$ cat src/rtl/stagger_pwm4_pkg.sv
package stagger_pwm4_pkg;
  // strobes the control half hands to the datapath half
  typedef struct packed {
    logic tick;   // counted PWM tick this cycle
    logic wrap;   // counted tick while the counter sits at its last value
  } ctlStrobe_t;
endpackage

$ cat src/rtl/stagger_pwm4_ctl.sv
module stagger_pwm4_ctl
  import stagger_pwm4_pkg::*;
#(
  parameter int PHW = 7
) (
  input  logic           clk,
  input  logic           rstN,
  input  logic           extTick,
  input  logic           intTick,
  input  logic           clkSel,
  input  logic           clkFail,
  output ctlStrobe_t     strobe,
  output logic [PHW-1:0] phaseCnt
);
  logic selTick;

  always_comb begin
    selTick     = clkSel ? extTick : intTick;
    strobe.tick = selTick & ~clkFail;
    strobe.wrap = strobe.tick & (&phaseCnt);
  end

  always_ff @(posedge clk or negedge rstN) begin
    if (!rstN)            phaseCnt <= '0;
    else if (strobe.tick) phaseCnt <= phaseCnt + 1'b1;
  end
endmodule

$ cat src/rtl/stagger_pwm4_dp.sv
module stagger_pwm4_dp
  import stagger_pwm4_pkg::*;
#(
  parameter int CH    = 4,
  parameter int PHW   = 7,
  parameter int DLYW  = 3,
  parameter int STEPW = 4
) (
  input  logic              clk,
  input  logic              rstN,
  input  ctlStrobe_t        strobe,
  input  logic [PHW-1:0]    phaseCnt,
  input  logic              clkSel,
  input  logic              clkFail,
  input  logic              pwmEn,
  input  logic [CH-1:0]     dirIn,
  input  logic [CH-1:0]     pinGate,
  input  logic [CH-1:0]     onBits,
  input  logic [CH*PHW-1:0] dutyCodes,
  input  logic [CH*DLYW-1:0] delayCodes,
  output logic [CH-1:0]     hsEnable,
  output logic [CH-1:0]     faultCtl
);
  localparam int OFFW = DLYW + STEPW;

  logic [CH-1:0] pinEff;
  logic [CH-1:0] wave;

  assign pinEff = clkSel ? '0 : dirIn;

  for (genvar i = 0; i < CH; i++) begin : g_ch
    logic [PHW-1:0]  shDuty;
    logic [DLYW-1:0] shDly;
    logic [OFFW-1:0] offset;
    logic [PHW-1:0]  localPh;

    always_ff @(posedge clk or negedge rstN) begin
      if (!rstN) begin
        shDuty <= '0;
        shDly  <= '0;
      end else if (strobe.wrap) begin
        shDuty <= dutyCodes[i*PHW +: PHW];
        shDly  <= delayCodes[i*DLYW +: DLYW];
      end
    end

    always_comb begin
      offset  = {shDly, {STEPW{1'b0}}};
      localPh = phaseCnt - PHW'(offset);
      wave[i] = (localPh <= shDuty);
    end

    always_comb begin
      if (!pwmEn)      hsEnable[i] = (pinEff[i] & pinGate[i]) | onBits[i];
      else if (clkFail) hsEnable[i] = onBits[i];
      else             hsEnable[i] = onBits[i] & wave[i];
      faultCtl[i] = (~pwmEn & pinEff[i] & pinGate[i]) | onBits[i];
    end
  end
endmodule

$ cat src/rtl/stagger_pwm4.sv
module stagger_pwm4
  import stagger_pwm4_pkg::*;
#(
  parameter int CH    = 4,
  parameter int PHW   = 7,
  parameter int DLYW  = 3,
  parameter int STEPW = 4
) (
  input  logic               clk,
  input  logic               rstN,
  input  logic               extTick,
  input  logic               intTick,
  input  logic               clkSel,
  input  logic               clkFail,
  input  logic               pwmEn,
  input  logic [CH-1:0]      dirIn,
  input  logic [CH-1:0]      pinGate,
  input  logic [CH-1:0]      onBits,
  input  logic [CH*PHW-1:0]  dutyCodes,
  input  logic [CH*DLYW-1:0] delayCodes,
  output logic [CH-1:0]      hsEnable,
  output logic [CH-1:0]      faultCtl
);
  ctlStrobe_t     strobe;
  logic [PHW-1:0] phaseCnt;

  stagger_pwm4_ctl #(.PHW(PHW)) u_ctl (
    .clk(clk), .rstN(rstN), .extTick(extTick), .intTick(intTick),
    .clkSel(clkSel), .clkFail(clkFail), .strobe(strobe), .phaseCnt(phaseCnt)
  );

  stagger_pwm4_dp #(.CH(CH), .PHW(PHW), .DLYW(DLYW), .STEPW(STEPW)) u_dp (
    .clk(clk), .rstN(rstN), .strobe(strobe), .phaseCnt(phaseCnt),
    .clkSel(clkSel), .clkFail(clkFail), .pwmEn(pwmEn), .dirIn(dirIn),
    .pinGate(pinGate), .onBits(onBits), .dutyCodes(dutyCodes),
    .delayCodes(delayCodes), .hsEnable(hsEnable), .faultCtl(faultCtl)
  );
endmodule

$ cat config.mk
export PLATFORM = sky130hd
export DESIGN_NAME = stagger_pwm4
export DESIGN_NICKNAME = d
export VERILOG_FILES = /design/src/rtl/stagger_pwm4_pkg.sv /design/src/rtl/stagger_pwm4_ctl.sv /design/src/rtl/stagger_pwm4_dp.sv /design/src/rtl/stagger_pwm4.sv
export SDC_FILE = /design/constraint.sdc
export NUM_CORES = 1
export LEC_CHECK = 0
export ABC_CLOCK_PERIOD_IN_PS = 5600
export BUFFER_PORTS_ARGS = -buffer_cell sky130_fd_sc_hd__buf_2
export CORE_ASPECT_RATIO = 0.8
export CORE_MARGIN = 2
export CORE_UTILIZATION = 54
export DETAILED_ROUTE_END_ITERATION = 8
export PLACE_DENSITY_LB_ADDON = 0.12
export SLEW_MARGIN = 20
export SYNTH_ARGS = -nofsm -noshare
export SYNTH_HDL_FRONTEND = slang
export SYNTH_HIERARCHICAL = 1
export SYNTH_SLANG_ARGS = --single-unit
$ cat constraint.sdc
create_clock -name clk -period 5.6 [get_ports clk]
set_clock_uncertainty 0.1 [all_clocks]
set_input_delay 0.28 -clock clk [delete_from_list [all_inputs] [get_ports clk]]
set_output_delay 0.28 -clock clk [all_outputs]
set_load 0.02 [all_outputs]
# Word-level counts from Yosys, hierarchy flattened
# Index checks and enable logic that the tools add are counted.
[totals]
ff_bits = 47
inputBits = 59
elab_cells = 57
[classes]
n_addsub = 5
n_lt_le_gt_ge = 4
muxes = 10
bitwise_logic = 28
n_reduce_logical = 1
[ops]
columns = ["cell", "n"]
rows = [
  ["$le A7 B7 Y1", 4],
  ["$sub A7 B7 Y7", 4],
  ["$and A1 B1 Y1", 18],
  ["$mux W1", 9],
  ["$or A1 B1 Y1", 8],
  ["$add A7 B1 Y7 const B", 1],
  ["$reduce_and A7 Y1", 1],
  ["$mux W4", 1],
  ["$not A1 Y1", 2],
]

# Logic depth before layout (Yosys ltp)
[depth]
word_depth = 5
mapped_depth = 10
depth_no_buf = 10

# By module
# Netlist, hierarchy kept.
[by_module_without_submodules]
columns = ["module", "n_inst", "cells_each", "area_each_um2"]
rows = [
  ["stagger_pwm4_dp", 1, 247, 2433.6],
  ["stagger_pwm4_ctl", 1, 27, 342.8],
]

# Worst setup path after synthesis
# No wires, ideal clock.
[synth_timing]
path_type = "reg2out"
start = "reg u_ctl.phaseCnt[4]"
end = "out hsEnable[1]"
arrival_ps = 1997
t_required_ps = 5220
setup_slack_ps = 3223
path_stages_with_launch = 11
n_path_buf = 0
path_cell_list = "dfrtp_1 -> inv_1 -> ha_1 -> inv_1 -> fa_1 -> xnor2_1 -> ha_1 -> nand4_1 -> a21oi_1 -> nor3_1 -> o21a_1"
[synth_via]
elab_chain_cells = 5
[synth_lines]
columns = ["element", "line_no", "rtl"]
rows = [
  ["start: declaration", "stagger_pwm4_ctl.sv:13", "output logic [PHW-1:0] phaseCnt"],
  ["start signal: assignment", "stagger_pwm4_ctl.sv:25", "else if (strobe.tick) phaseCnt <= phaseCnt + 1'b1;"],
  ["$sub A7 B7 Y7", "stagger_pwm4_dp.sv:49", "localPh = phaseCnt - PHW'(offset);"],
  ["$le A7 B7 Y1", "stagger_pwm4_dp.sv:50", "wave[i] = (localPh <= shDuty);"],
  ["$and A1 B1 Y1", "stagger_pwm4_dp.sv:56", "else hsEnable[i] = onBits[i] & wave[i];"],
  ["$mux W1", "stagger_pwm4_dp.sv:55", "else if (clkFail) hsEnable[i] = onBits[i];"],
  ["$mux W1", "stagger_pwm4_dp.sv:54", "if (!pwmEn) hsEnable[i] = (pinEff[i] & pinGate[i]) | onBits[i];"],
  ["end: declaration", "stagger_pwm4.sv:21", "output logic [CH-1:0] hsEnable,"],
]
# Every way passes these cells.

# Final worst setup path
[layout_timing]
start = "reg u_ctl.phaseCnt[4]"
end = "out hsEnable[0]"
# The elaborated chain is that of the path after synthesis.

==> results.yml <==
critical_path:
  cp-end-kind: "output port"
  setup.worst_path.class: "flip-flop to output port"
  r2r_cells: 5
  crit_fanout: 4
  worstPathRequired_ps: 5220
  worst_setup_path_start_kind: "flip-flop"
  cp.arrival_ps: 2570
routing:
  drt-initial-drc-count: 74
  drt-total-wl_um: 5500
  drc: 0
  avgRoutedWirePerCell_um: 13.6
  vias: 2076
  first_pass_iters: 5
  via_per_inst: 5.15
  antenna_left: 0
sta:
  finalSetupTns_ps: 0
  fin_crit_sh: 0.526
  fin_crit_ps: 2950
  timing.final.ws_setup_ps: 2650
  worst_pin_slew_ps: 600
  grt_setup_unrepaired: "false"
  finalSetupViolCount: 0
  timing.final.hold_violations: 0
  slew-limit-headroom: 0.600
  holdWs_ps: 87.7
  drv_slew: 0
  timing.fmax_ghz: 0.339
grt:
  overflow: 0
  antenna_found_initial: 0
  grt_max_degree: 61
  grt_pass1_vias: 1967
  grt_pass1_wl_um: 9270
  globalRouteTotalUtil: 0.210
logic_synthesis:
  synthFlopType: "dfrtp_1"
  syn_nets: 370
  synth_top_area_share: 0.424
  synth_commonest_cells: "dfrtp_1 (47), inv_1 (38), ha_1 (33)"
  synth-seq-cells: 47
  synth.most_common_cell: "dfrtp_1"
  syn_inst: 274
  async_reset_ff_frac: 1.00
  synthTopCellsByArea: "dfrtp_1 (42%), ha_1 (15%), o21ai_0 (5.4%)"
  yosysTopAreaCell: "dfrtp_1"
  yosys_warnings: 6
  synth.avg_cell_area_um2: 10.1
  synth_edf_count: 0
  ys_types: 32
  mappedNetlistArea_um2: 2780
  ys_seq_area_frac: 0.424
clocking:
  cts_buffer_depth: 2
  postCtsHoldBufs: 0
  clk_latency_ps: 290
  post_cts_buffers: 0
  cts.sinks: 47
  cts_tree: "done"
  cts_max_level: 2
  cts_made_buffers: 5
  cts-resized-gates: 0
  clk_pin_slew_ps: 80
  root_buffer: "clkbuf_8"
placed_design:
  place_congestion: 0.845
  dpl-instance-area_um2: 3140
  place_hpwl_um: 4080
  post-place-ws_ps: 2990
  place_inst: 396
  port_buffers: 66
finish:
  drive_above_1_share: 0.279
  insertedDiodeCount: 0
  fill_cells: 449
  stdcell_area_um2: 3220
  finalNonFillerCells: 403
  fin_util: 0.647
  nets: 438
  area_growth_pct: 16.1
outcome:
  status: "completed"
floorplanning:
  design.die.area_um2: 5730
  coreArea_um2: 4980
  start_util: 0.558
  ios: 67
  fp.dieW_um: 84.2
  die_height_um: 68.1
  rows: 23
min_path:
  hold_depth: 3
  holdCritPathClass: "primary input to flip-flop"
power:
  ir_drop_uv: 148
  p_leak_nw: 1.72
  p_per_area_nw_per_um2: 258
  fin_total_pwr_mw: 0.830
flow_run:
  cap_violations: 0
-- layout make-up --
| cell class | instances | area (um^2) | area share |
|---|---|---|---|
| Multi-Input combinational cell | 182 | 1400 | 0.436 |
| Sequential cell | 47 | 1180 | 0.365 |
| Timing Repair Buffer | 68 | 350 | 0.109 |
| Inverter | 38 | 143 | 0.0443 |
| Tap cell | 62 | 77.6 | 0.0241 |
| Clock buffer | 6 | 72.6 | 0.0225 |
-- cell usage in the layout (no fill, tap or decap), drive strengths merged --
| master | synthesis | layout |
|---|---|---|
| buf | 4 | 67 |
| dfrtp | 47 | 47 |
| inv | 38 | 38 |
| o21ai | 36 | 36 |
| ha | 33 | 33 |
| nand2 | 29 | 29 |
| mux2 | 13 | 13 |
| xor2 | 10 | 10 |
| a21oi | 8 | 8 |
| nor2 | 7 | 7 |
| nor3 | 6 | 6 |
| clkbuf | 3 | 6 |
| nand4 | 5 | 5 |
| nand3 | 5 | 5 |
| a31o | 4 | 4 |
| xnor2 | 4 | 4 |
| nand3b | 4 | 4 |
| o21a | 4 | 4 |
| fa | 4 | 4 |
| a211oi | 4 | 4 |
| dlygate4sd3 | 0 | 1 |
| mux2i | 1 | 1 |
| nor4b | 1 | 1 |
| and2 | 1 | 1 |
| nand4b | 1 | 1 |
| nor3b | 1 | 1 |
| nor2b | 1 | 1 |
-- registers in the layout, summed over array words and instances, names as in the netlist --
name,count
u_dp/g_ch.shDuty,28
u_dp/g_ch.shDly,12
u_ctl/phaseCnt,7
-- layer usage --
layer  vias up  routed length (um)  global-route usage
li1       1064                   -                   -
met1       962                2640               0.285
met3         7                 260              0.0446
met2        43                2540               0.344
met5         -                   0                   0
met4         0                  53              0.0625
-- report_power, final --
group / leakage, nW / internal [mW] / switching (mW)
registers: 0.500 / 0.359 / 0.0502
clock network: 0.0371 / 0.0835 / 0.107
logic: 1.18 / 0.108 / 0.122
-- cell families after synthesis --
logic type,after synthesis,synth area share
simple gates,61,0.108
compound gates,56,0.117
xor+xnor,14,0.0442
fa+ha+maj,37,0.178
flops,47,0.424
mux,14,0.0590
buf+inv,45,0.0708
-- worst paths after layout --
check / from / end / slack (ps)
worst max-delay path: u_ctl/phaseCnt[4]$_DFFE_PN0P_ / hsEnable[0] / 2650
max in group asynchronous: rstN / u_dp/g_ch[0].shDuty[0]$_DFFE_PN0P_ / 4570
worst min register to register: u_dp/g_ch[0].shDuty[0]$_DFFE_PN0P_ / u_dp/g_ch[0].shDuty[0]$_DFFE_PN0P_ / 420
worst min-delay path: dutyCodes[26] / u_dp/g_ch[3].shDuty[5]$_DFFE_PN0P_ / 90
worst max register to register: u_ctl/phaseCnt[5]$_DFFE_PN0P_ / u_dp/g_ch[1].shDly[2]$_DFFE_PN0P_ / 3050
min in group asynchronous: rstN / u_dp/g_ch[1].shDuty[5]$_DFFE_PN0P_ / 440
-- critical path: stages, from the launching register on --
cell and delay, ps:
dfrtp_1 420, inv_1 170, ha_1 170, inv_1 40
fa_1 370, xnor2_1 190, ha_1 260, nand4_1 90
a21oi_1 50, nor3_1 210, o21a_1 130, buf_2 150
No activity file was read; power rests on OpenSTA's default activity.
